**src/rtl/rxd_pkg.sv**
```systemverilog
package rxd_pkg;
  localparam int unsigned DESC_STEP = 8;
  localparam int unsigned W1_OFS    = 4;
  localparam int unsigned OWN_B     = 0;
  localparam int unsigned WRAP_B    = 1;
  localparam int unsigned LEN_W     = 13;

  typedef enum logic [2:0] {
    ST_IDLE, ST_FETCH, ST_CHK, ST_RECV, ST_WDATA, ST_WB1, ST_WB0, ST_DROP
  } rxd_state_e;

  // word-1 status, low half; bit order is decoded by software
  typedef struct packed {
    logic             eof;
    logic             sof;
    logic             fcs_bad;
    logic [LEN_W-1:0] len;
  } rxd_stat_t;
endpackage

```
**src/rtl/rxd_byte_pack.sv**
```systemverilog
module rxd_byte_pack #(
  parameter int unsigned WORD_W = 32,
  parameter int unsigned BYTE_W = 8
) (
  input  logic                                 clk_i,
  input  logic                                 rst_ni,
  input  logic                                 push_i,
  input  logic                                 clear_i,
  input  logic [BYTE_W-1:0]                    byte_i,
  output logic [WORD_W-1:0]                    word_o,
  output logic [$clog2(WORD_W/BYTE_W)-1:0]     lane_o
);
  localparam int unsigned LANES  = WORD_W / BYTE_W;
  localparam int unsigned LANE_W = $clog2(LANES);

  logic [LANE_W-1:0] lane_q;
  logic [BYTE_W-1:0] lanes_q [LANES];

  always_ff @(posedge clk_i or negedge rst_ni) begin
    if (!rst_ni)      lane_q <= '0;
    else if (clear_i) lane_q <= '0;
    else if (push_i)  lane_q <= lane_q + LANE_W'(1);
  end

  for (genvar g = 0; g < LANES; g++) begin : g_lane
    always_ff @(posedge clk_i or negedge rst_ni) begin
      if (!rst_ni)                                 lanes_q[g] <= '0;
      else if (clear_i)                            lanes_q[g] <= '0;
      else if (push_i && lane_q == LANE_W'(g))     lanes_q[g] <= byte_i;
    end
    assign word_o[g*BYTE_W +: BYTE_W] = lanes_q[g];
  end

  assign lane_o = lane_q;
endmodule

```
**src/rtl/rxd_ring_ptr.sv**
```systemverilog
module rxd_ring_ptr #(
  parameter int unsigned ADDR_W = 32,
  parameter int unsigned STEP   = 8
) (
  input  logic              clk_i,
  input  logic              rst_ni,
  input  logic              load_i,
  input  logic [ADDR_W-1:0] base_i,
  input  logic              adv_i,
  input  logic              wrap_i,
  output logic [ADDR_W-1:0] ptr_o
);
  logic [ADDR_W-1:0] ptr_q;

  always_ff @(posedge clk_i or negedge rst_ni) begin
    if (!rst_ni)     ptr_q <= '0;
    else if (load_i) ptr_q <= base_i;
    else if (adv_i)  ptr_q <= wrap_i ? base_i : ptr_q + ADDR_W'(STEP);
  end

  assign ptr_o = ptr_q;
endmodule

```
**src/rtl/rxd_ring_engine.sv**
```systemverilog
module rxd_ring_engine
  import rxd_pkg::*;
#(
  parameter int unsigned WORD_W     = 32,
  parameter int unsigned BYTE_W     = 8,
  parameter int unsigned SIZE_W     = 8,
  parameter int unsigned UNIT_SHIFT = 6
) (
  input  logic              clk_i,
  input  logic              rst_ni,
  input  logic              en_i,
  input  logic [WORD_W-1:0] ring_base_i,
  input  logic [SIZE_W-1:0] buf_units_i,
  input  logic              rx_valid_i,
  input  logic [BYTE_W-1:0] rx_data_i,
  input  logic              rx_last_i,
  input  logic              rx_bad_fcs_i,
  output logic              rx_ready_o,
  output logic              mem_req_o,
  output logic              mem_we_o,
  output logic [WORD_W-1:0] mem_addr_o,
  output logic [WORD_W-1:0] mem_wdata_o,
  input  logic [WORD_W-1:0] mem_rdata_i,
  output logic              frame_rcvd_o,
  output logic              no_buf_o
);
  localparam int unsigned WORD_BYTES = WORD_W / BYTE_W;
  localparam int unsigned LANE_W     = $clog2(WORD_BYTES);
  localparam int unsigned CNT_W      = SIZE_W + UNIT_SHIFT + 1;

  rxd_state_e        state_q, state_d;
  logic [WORD_W-1:0] ptr, buf_base_q, pk_word;
  logic              wrap_q, sof_q, eof_q, full_q, fcs_q;
  logic [CNT_W-1:0]  buf_cnt_q, wr_off_q, buf_bytes;
  logic [LEN_W-1:0]  len_q;
  logic [LANE_W-1:0] pk_lane;
  logic              accept, last_in_buf, pk_clear, ptr_adv;
  rxd_stat_t         stat;

  assign buf_bytes   = CNT_W'(buf_units_i) << UNIT_SHIFT;
  assign accept      = (state_q == ST_RECV) && rx_valid_i;
  assign last_in_buf = (buf_cnt_q + CNT_W'(1)) == buf_bytes;
  assign rx_ready_o  = (state_q == ST_RECV) || (state_q == ST_DROP);

  assign stat.eof     = eof_q;
  assign stat.sof     = sof_q;
  assign stat.fcs_bad = eof_q & fcs_q;
  assign stat.len     = eof_q ? len_q : '0;

  rxd_byte_pack #(.WORD_W(WORD_W), .BYTE_W(BYTE_W)) i_pack (
    .clk_i   (clk_i),
    .rst_ni  (rst_ni),
    .push_i  (accept),
    .clear_i (pk_clear),
    .byte_i  (rx_data_i),
    .word_o  (pk_word),
    .lane_o  (pk_lane)
  );

  rxd_ring_ptr #(.ADDR_W(WORD_W), .STEP(DESC_STEP)) i_ptr (
    .clk_i  (clk_i),
    .rst_ni (rst_ni),
    .load_i (!en_i),
    .base_i (ring_base_i),
    .adv_i  (ptr_adv),
    .wrap_i (wrap_q),
    .ptr_o  (ptr)
  );

  always_comb begin
    state_d      = state_q;
    mem_req_o    = 1'b0;
    mem_we_o     = 1'b0;
    mem_addr_o   = ptr;
    mem_wdata_o  = '0;
    frame_rcvd_o = 1'b0;
    no_buf_o     = 1'b0;
    pk_clear     = !en_i;
    ptr_adv      = 1'b0;
    unique case (state_q)
      ST_IDLE:  if (rx_valid_i) state_d = ST_FETCH;
      ST_FETCH: begin
        mem_req_o = 1'b1;
        state_d   = ST_CHK;
      end
      ST_CHK: begin
        if (mem_rdata_i[OWN_B]) begin
          no_buf_o = 1'b1;
          state_d  = ST_DROP;
        end else begin
          state_d  = ST_RECV;
        end
      end
      ST_RECV: begin
        // flush on a full word, end of frame, or end of buffer
        if (accept && (pk_lane == LANE_W'(WORD_BYTES - 1) || rx_last_i || last_in_buf))
          state_d = ST_WDATA;
      end
      ST_WDATA: begin
        mem_req_o   = 1'b1;
        mem_we_o    = 1'b1;
        mem_addr_o  = buf_base_q + WORD_W'(wr_off_q);
        mem_wdata_o = pk_word;
        pk_clear    = 1'b1;
        state_d     = (eof_q || full_q) ? ST_WB1 : ST_RECV;
      end
      ST_WB1: begin
        mem_req_o   = 1'b1;
        mem_we_o    = 1'b1;
        mem_addr_o  = ptr + WORD_W'(W1_OFS);
        mem_wdata_o = WORD_W'(stat);
        state_d     = ST_WB0;
      end
      ST_WB0: begin
        mem_req_o    = 1'b1;
        mem_we_o     = 1'b1;
        mem_wdata_o  = {buf_base_q[WORD_W-1:2], wrap_q, 1'b1};
        ptr_adv      = 1'b1;
        frame_rcvd_o = eof_q;
        state_d      = eof_q ? ST_IDLE : ST_FETCH;
      end
      ST_DROP:  if (rx_valid_i && rx_last_i) state_d = ST_IDLE;
      default:  state_d = ST_IDLE;
    endcase
    if (!en_i) state_d = ST_IDLE;
  end

  always_ff @(posedge clk_i or negedge rst_ni) begin
    if (!rst_ni) begin
      state_q    <= ST_IDLE;
      buf_base_q <= '0;
      wrap_q     <= 1'b0;
      buf_cnt_q  <= '0;
      wr_off_q   <= '0;
      len_q      <= '0;
      sof_q      <= 1'b1;
      eof_q      <= 1'b0;
      full_q     <= 1'b0;
      fcs_q      <= 1'b0;
    end else begin
      state_q <= state_d;
      if (!en_i) begin
        buf_cnt_q <= '0;
        wr_off_q  <= '0;
        len_q     <= '0;
        sof_q     <= 1'b1;
        eof_q     <= 1'b0;
        full_q    <= 1'b0;
      end else begin
        unique case (state_q)
          ST_CHK: if (!mem_rdata_i[OWN_B]) begin
            buf_base_q <= {mem_rdata_i[WORD_W-1:2], 2'b00};
            wrap_q     <= mem_rdata_i[WRAP_B];
          end
          ST_RECV: if (accept) begin
            buf_cnt_q <= buf_cnt_q + CNT_W'(1);
            len_q     <= len_q + LEN_W'(1);
            full_q    <= last_in_buf;
            if (rx_last_i) begin
              eof_q <= 1'b1;
              fcs_q <= rx_bad_fcs_i;
            end
          end
          ST_WDATA: wr_off_q <= wr_off_q + CNT_W'(WORD_BYTES);
          ST_WB0: begin
            buf_cnt_q <= '0;
            wr_off_q  <= '0;
            full_q    <= 1'b0;
            if (eof_q) begin
              eof_q <= 1'b0;
              sof_q <= 1'b1;
              len_q <= '0;
            end else begin
              sof_q <= 1'b0;
            end
          end
          ST_DROP: if (rx_valid_i && rx_last_i) begin
            sof_q <= 1'b1;
            len_q <= '0;
          end
          default: ;
        endcase
      end
    end
  end
endmodule

```
**config.mk**
```make
export PLATFORM = sky130hd
export DESIGN_NAME = rxd_ring_engine
export DESIGN_NICKNAME = d
export VERILOG_FILES = /design/src/rtl/rxd_pkg.sv /design/src/rtl/rxd_byte_pack.sv /design/src/rtl/rxd_ring_ptr.sv /design/src/rtl/rxd_ring_engine.sv
export SDC_FILE = /design/constraint.sdc
export NUM_CORES = 1
export LEC_CHECK = 0
export BUFFER_PORTS_ARGS = -buffer_cell sky130_fd_sc_hd__buf_2
export CAP_MARGIN = 20
export CORE_ASPECT_RATIO = 0.6
export CORE_MARGIN = 1.5
export CORE_UTILIZATION = 60
export CTS_BUF_LIST = sky130_fd_sc_hd__clkbuf_4
export DETAILED_ROUTE_END_ITERATION = 16
export PLACE_DENSITY_LB_ADDON = 0.05
export SETUP_SLACK_MARGIN = 0.02
export SYNTH_ARGS = -nofsm -noshare
export SYNTH_HDL_FRONTEND = slang
export SYNTH_HIERARCHICAL = 1
export SYNTH_SLANG_ARGS = --single-unit
```
**constraint.sdc**
```tcl
create_clock -name clk_i -period 6.15 [get_ports clk_i]
set_input_delay 0.3075 -clock clk_i [delete_from_list [all_inputs] [get_ports clk_i]]
set_output_delay 0.3075 -clock clk_i [all_outputs]
set_load 0.02 [all_outputs]
```
After elaboration in Yosys (flattened, before gate mapping)
Cells that the tools add are included.

Register bits: 147. Bits of input ports: 86. Output and inout bits: 69.

Add/sub/neg operators: 7. Equal/unequal tests: 22. Multiplexer cells: 52. Bitwise gates (word level): 2. Reduce and logical (&&, ||, !) cells: 28.

Operators with widths (count): $mux W32 (3); $pmux W32 S3 (1); $mux W13 (5); $mux W8 (8); $pmux W32 S2 (1); $pmux W15 S2 (2); $mux W15 (3); $pmux W13 S3 (1); $add A32 B15 Y32 (1); $add A32 B3 Y32 const B (1); $add A32 B4 Y32 const B (1); $pmux W3 S8 (1); $mux W3 (6); $mux W1 (16); $add A15 B1 Y15 const B (1); $add A15 B3 Y15 const B (1); $eq A15 B14 Y1 (1); $add A13 B1 Y13 const B (1); $eq A3 B3 Y1 const B (4); $ne A3 B3 Y1 const B (4); $reduce_bool A2 Y1 (5); $ne A3 B1 Y1 const B (3); $reduce_and A3 Y1 (3); $reduce_and A4 Y1 (2); other kinds (20) (36).

Longest topological paths before layout
Depth after elaboration: 7. Mapped depth: 11. Mapped depth without buffers: 9.

Cells and area by module
Netlist, hierarchy kept.

By module, submodules not included: rxd_ring_engine (instances 1, cells each 815, area an instance 6641.4 um2); rxd_ring_ptr (instances 1, cells each 234, area an instance 1976.9 um2); rxd_byte_pack (instances 1, cells each 126, area an instance 1571.5 um2).

Worst setup path before layout
No wires, ideal clock.

Path kind: register to output. Start: register wr_off_q[2]. End: output port mem_addr_o[28]. Arrival: 2.458 ns. Required time: 5.843 ns. Setup slack: 3.384 ns. Cell stages (with the launch flop): 10. Buffers on the path: 0. Cell sequence: dfrtp_1 -> ha_1 -> inv_1 -> fa_1 -> nor2b_1 -> o2111ai_1 -> a21oi_2 -> o21ai_2 -> or4_1 -> nand3_1.

Cells in the longest elaborated chain, start to end: 2.

Ends and longest elaborated chain: start: declaration (line rxd_ring_engine.sv:34) `logic [CNT_W-1:0] buf_cnt_q, wr_off_q, buf_bytes;`; start signal: assignment (line rxd_ring_engine.sv:164) `ST_WDATA: wr_off_q <= wr_off_q + CNT_W'(WORD_BYTES);`; $add A32 B15 Y32 (line rxd_ring_engine.sv:102) `mem_addr_o = buf_base_q + WORD_W'(wr_off_q);`; $pmux W32 S2 (line rxd_ring_engine.sv:80) `unique case (state_q)`; end: declaration (line rxd_ring_engine.sv:21) `output logic [WORD_W-1:0] mem_addr_o,`.

No other way between the ends.

Worst setup path in the final report
Ends and elaborated chain as after synthesis.

==> results.sh <==
export IMPL_wl_per_cell_um=20.2
export IMPL_wl_mm=32.2
export IMPL_synth_common_cells="144 x dfrtp_1, 125 x nand2_1, 100 x nor2_1, 78 x mux2i_1, 77 x o21ai_0"
export IMPL_clock_sinks=145
export IMPL_synth_adder_area_share=0.0290
export IMPL_worst_pin_slew_ns=1.03
export IMPL_cts_resized=0
export IMPL_rows=36
export IMPL_synthMuxAreaShare=0.120
export IMPL_dieHeight_um=104
export IMPL_grt_overflow=0
export IMPL_cts_root_buf="clkbuf_4"
export IMPL_combPwrFrac=0.401
export IMPL_grt_first_pass_wirelength_mm=50.1
export IMPL_synth_area_leaders="dfrtp_1 35%, mux2i_1 7.7%, nand2_1 4.6%, mux2_2 4.2%, o21ai_0 3.8%"
export IMPL_worstPathRequired_ns=5.84
export IMPL_postCtsSetupBuffers=0
export IMPL_path_class="register to primary output"
export IMPL_post_route_period_util=0.650
export IMPL_async_reset_ff_frac=1.00
export IMPL_die_w_um=171
export IMPL_power_total_w=0.00364
export IMPL_peakVddDrop_uv=252
export IMPL_io_pins=155
export IMPL_hp_class="primary input to register"
export IMPL_worstPathArrival_ns=3.69
export IMPL_cts_reportedPaths_clkPinSlew_ns=0.17
export IMPL_switching_share=0.446
export IMPL_initial_core_util=0.620
export IMPL_gp_congestion=0.898
export IMPL_drc=0
export IMPL_antenna_found_initial=3
export IMPL_p_switching_w=0.00163
export IMPL_place_ws_ns=2.88
export IMPL_synth_simple_gate_area_frac=0.249
export IMPL_cts_buffers=17
export IMPL_reg2reg_setup_slack_ns=2.98
export IMPL_dieArea_um2=17800
export IMPL_grt_usage=0.367
export IMPL_synth_cells=1175
export IMPL_clock_latency_ns=0.61
export IMPL_synthXorXnorAreaFrac=0.0387
export IMPL_core_um2=16400
export IMPL_setup_viol=0
export IMPL_htree_levels=4
export IMPL_drtIter0Drc=1369
export IMPL_hold_depth=3
export IMPL_synth_cell_types=86
export IMPL_relSlewSlack=0.313
export IMPL_synth_seq_cells=145
export IMPL_min_delay_start="ring_base_i[18]"
export IMPL_internal_power_w=0.00202
export IMPL_finalMaxSlewViolations=0
export IMPL_seq_area_frac_synth=0.356
export IMPL_synth_edf_count=0
export IMPL_hold_end="i_ptr/ptr_o[18]"
export IMPL_grt_pass1_vias=8999
export IMPL_cts_buffer_depth=2
export IMPL_synth_area_um2=10200
export IMPL_synth_top_family_by_area="simple AND/OR/NAND/NOR gates"
export IMPL_dp_cells=1508
export IMPL_fmax_ghz=0.250
export IMPL_outcome="finished, final reports clean"
export IMPL_area_delta_synth_final_pct=17.7
export IMPL_pwr_share_clk=0.189
export IMPL_synth_compound_area_frac=0.170
export IMPL_leakage_nw=5.49
export IMPL_drive_above_1_share=0.198
export IMPL_syn_nets=1284
export IMPL_fin_skew_ns=0.0470
export IMPL_fin_crit_ns=4.00
export IMPL_maxCapViolCount=0
export IMPL_antenna_left=0
export IMPL_avgSynthCellArea_um2=8.67
export IMPL_ys_warn_count=6
export IMPL_pwr_share_seq=0.410
export IMPL_powerDensity_nw_per_um2=304
export IMPL_r2r_cells=10
export IMPL_nets=1467
export IMPL_via_per_inst=6.36
export IMPL_r2r_end="i_ptr/ptr_o[9]"
export IMPL_io_buffers=154
export IMPL_dr_pass1_iters=6
export IMPL_synth_top_area_frac=0.354
export IMPL_rsz0062_at_grt="false"
export IMPL_dp_hpwl_mm=22.7
export IMPL_reg2reg_from="state_q[0]"
export IMPL_cts_tree="yes"
export IMPL_setup_tns_ns=0
export IMPL_grt_start_max_net_pins=88
export IMPL_critPathLaunchType="register"
export IMPL_synth_top_area_cell="dfrtp_1"
export IMPL_fin_ws_ns=2.15
export IMPL_fill_cells=1290
export IMPL_synthFlopType="dfrtp_1"
export IMPL_synth_most_common_cell="dfrtp_1"
export IMPL_hold_viol=0
export IMPL_cp_end_kind="primary output"
export IMPL_layoutNonFillerInstCount=1600
export IMPL_vias=10179
export IMPL_worstPathMaxFanout=8
==> placed cells by master (no fill, tap or decap), types with 6 or more instances in the layout <==
cell           instances
or4_1                  7
nand2b_1              46
inv_1                 23
and4_1                 7
ha_1                  22
nand4_1               31
o21ai_0               76
a21o_1                12
buf_2                153
nor2b_1               12
o41ai_1                6
o211ai_1              22
or3_1                 16
nor3_1                17
a21oi_1               56
o21ai_1                6
clkbuf_4              17
a31oi_1                6
mux2_2                38
and3_1                31
nor2_1               100
buf_4                 14
dfrtp_1              143
xnor2_1               18
xor2_1                27
nand2_1              125
dlygate4sd3_1         59
mux2i_1               78
and2_1                12
nor4_1                10
nand3_1               45
o31ai_1                7
o22ai_1                7
==> layout make-up <==
type,count,area (um2),share of cell area
Sequential cell,145,3630,0.303
Clock inverter,15,179,0.0149
Clock buffer,17,128,0.0106
Tap cell,228,285,0.0238
Antenna cell,1,2.50,0.000209
Multi-Input combinational cell,941,6180,0.515
Timing Repair Buffer,229,1500,0.125
Inverter,24,90.1,0.00751
==> logic make-up after synthesis <==
group | count (synthesis)
adder cells (fa/ha/maj) | 23
multiplexers | 117
buffers and inverters | 89
flip-flops | 145
XOR/XNOR | 45
AO/OA/AOI/OAI | 267
AND/OR/NAND/NOR | 489
==> power by group through the flow <==
stage | clock network [W] | logic, W | registers, W
final | 0.000690 | 0.00146 | 0.00149
after global routing | 0.000743 | 0.00158 | 0.00152
after CTS | 0.000694 | 0.00143 | 0.00148
after detailed placement | 0 | 0.00139 | 0.00149
after global placement | 0 | 0.00137 | 0.00148
after floorplan | 0 | 0.00105 | 0.00133
==> what timing repair did <==
| action | in CTS | in global routing |
|---|---|---|
| hold buffers | 58 | 1 |
| setup endpoints to repair | 0 | 0 |
| endpoints found under the hold margin | 142 | 1 |
==> worst max-delay path: stages (launching register included) <==
cell and delay, ns:
dfrtp_1 0.50, ha_1 0.26, inv_1 0.07, fa_1 0.40
nor2b_1 0.17, o2111ai_1 0.22, a21oi_2 0.46, o21ai_2 0.22
or4_1 0.50, nand3_1 0.13, buf_2 0.18
==> layer usage <==
layer  GRT usage  share of wire  vias to the layer above  wire (um)
met5           0        0.00084                        -         27
met4      0.0940          0.017                        4        564
met3      0.0993           0.12                       55       3740
met2       0.501           0.41                      631      13400
met1       0.564           0.45                     4836      14600
li1            -              -                     4653          -
==> worst max path at each step <==
stage / start / end / slack [ns] / depth (start not counted)
after global placement: state_q[0] / i_ptr/ptr_o[24] / 2.95 / 11
after global routing: wr_off_q[2] / mem_addr_o[28] / 1.94 / 10
after CTS: wr_off_q[2] / mem_addr_o[28] / 2.21 / 10
final: wr_off_q[2] / mem_addr_o[28] / 2.15 / 10
after detailed placement: wr_off_q[2] / mem_addr_o[28] / 2.88 / 10
after floorplan: wr_off_q[2] / mem_addr_o[28] / 3.38 / 9
==> metrics by stage <==
stage	area [um2]	hold slack, ns	utilization
floorplan	10200	0.0119	-
global placement	11100	0.441	0.673
detailed placement	11100	0.438	0.675
CTS	12000	0.00665	0.729
global route	12000	0.00965	0.729
finish	12000	0.0243	0.729
==> flip-flops by register name, summed over array words and instances, names as in the netlist <==
signal,count
wr_off_q,13
fcs_q,1
full_q,1
i_pack/word_o,32
buf_cnt_q,15
sof_q,1
wrap_q,1
state_q,3
eof_q,1
i_pack/lane_o,2
i_ptr/ptr_o,32
len_q,13
buf_base_q,30
(Power assumes the default switching activity.)
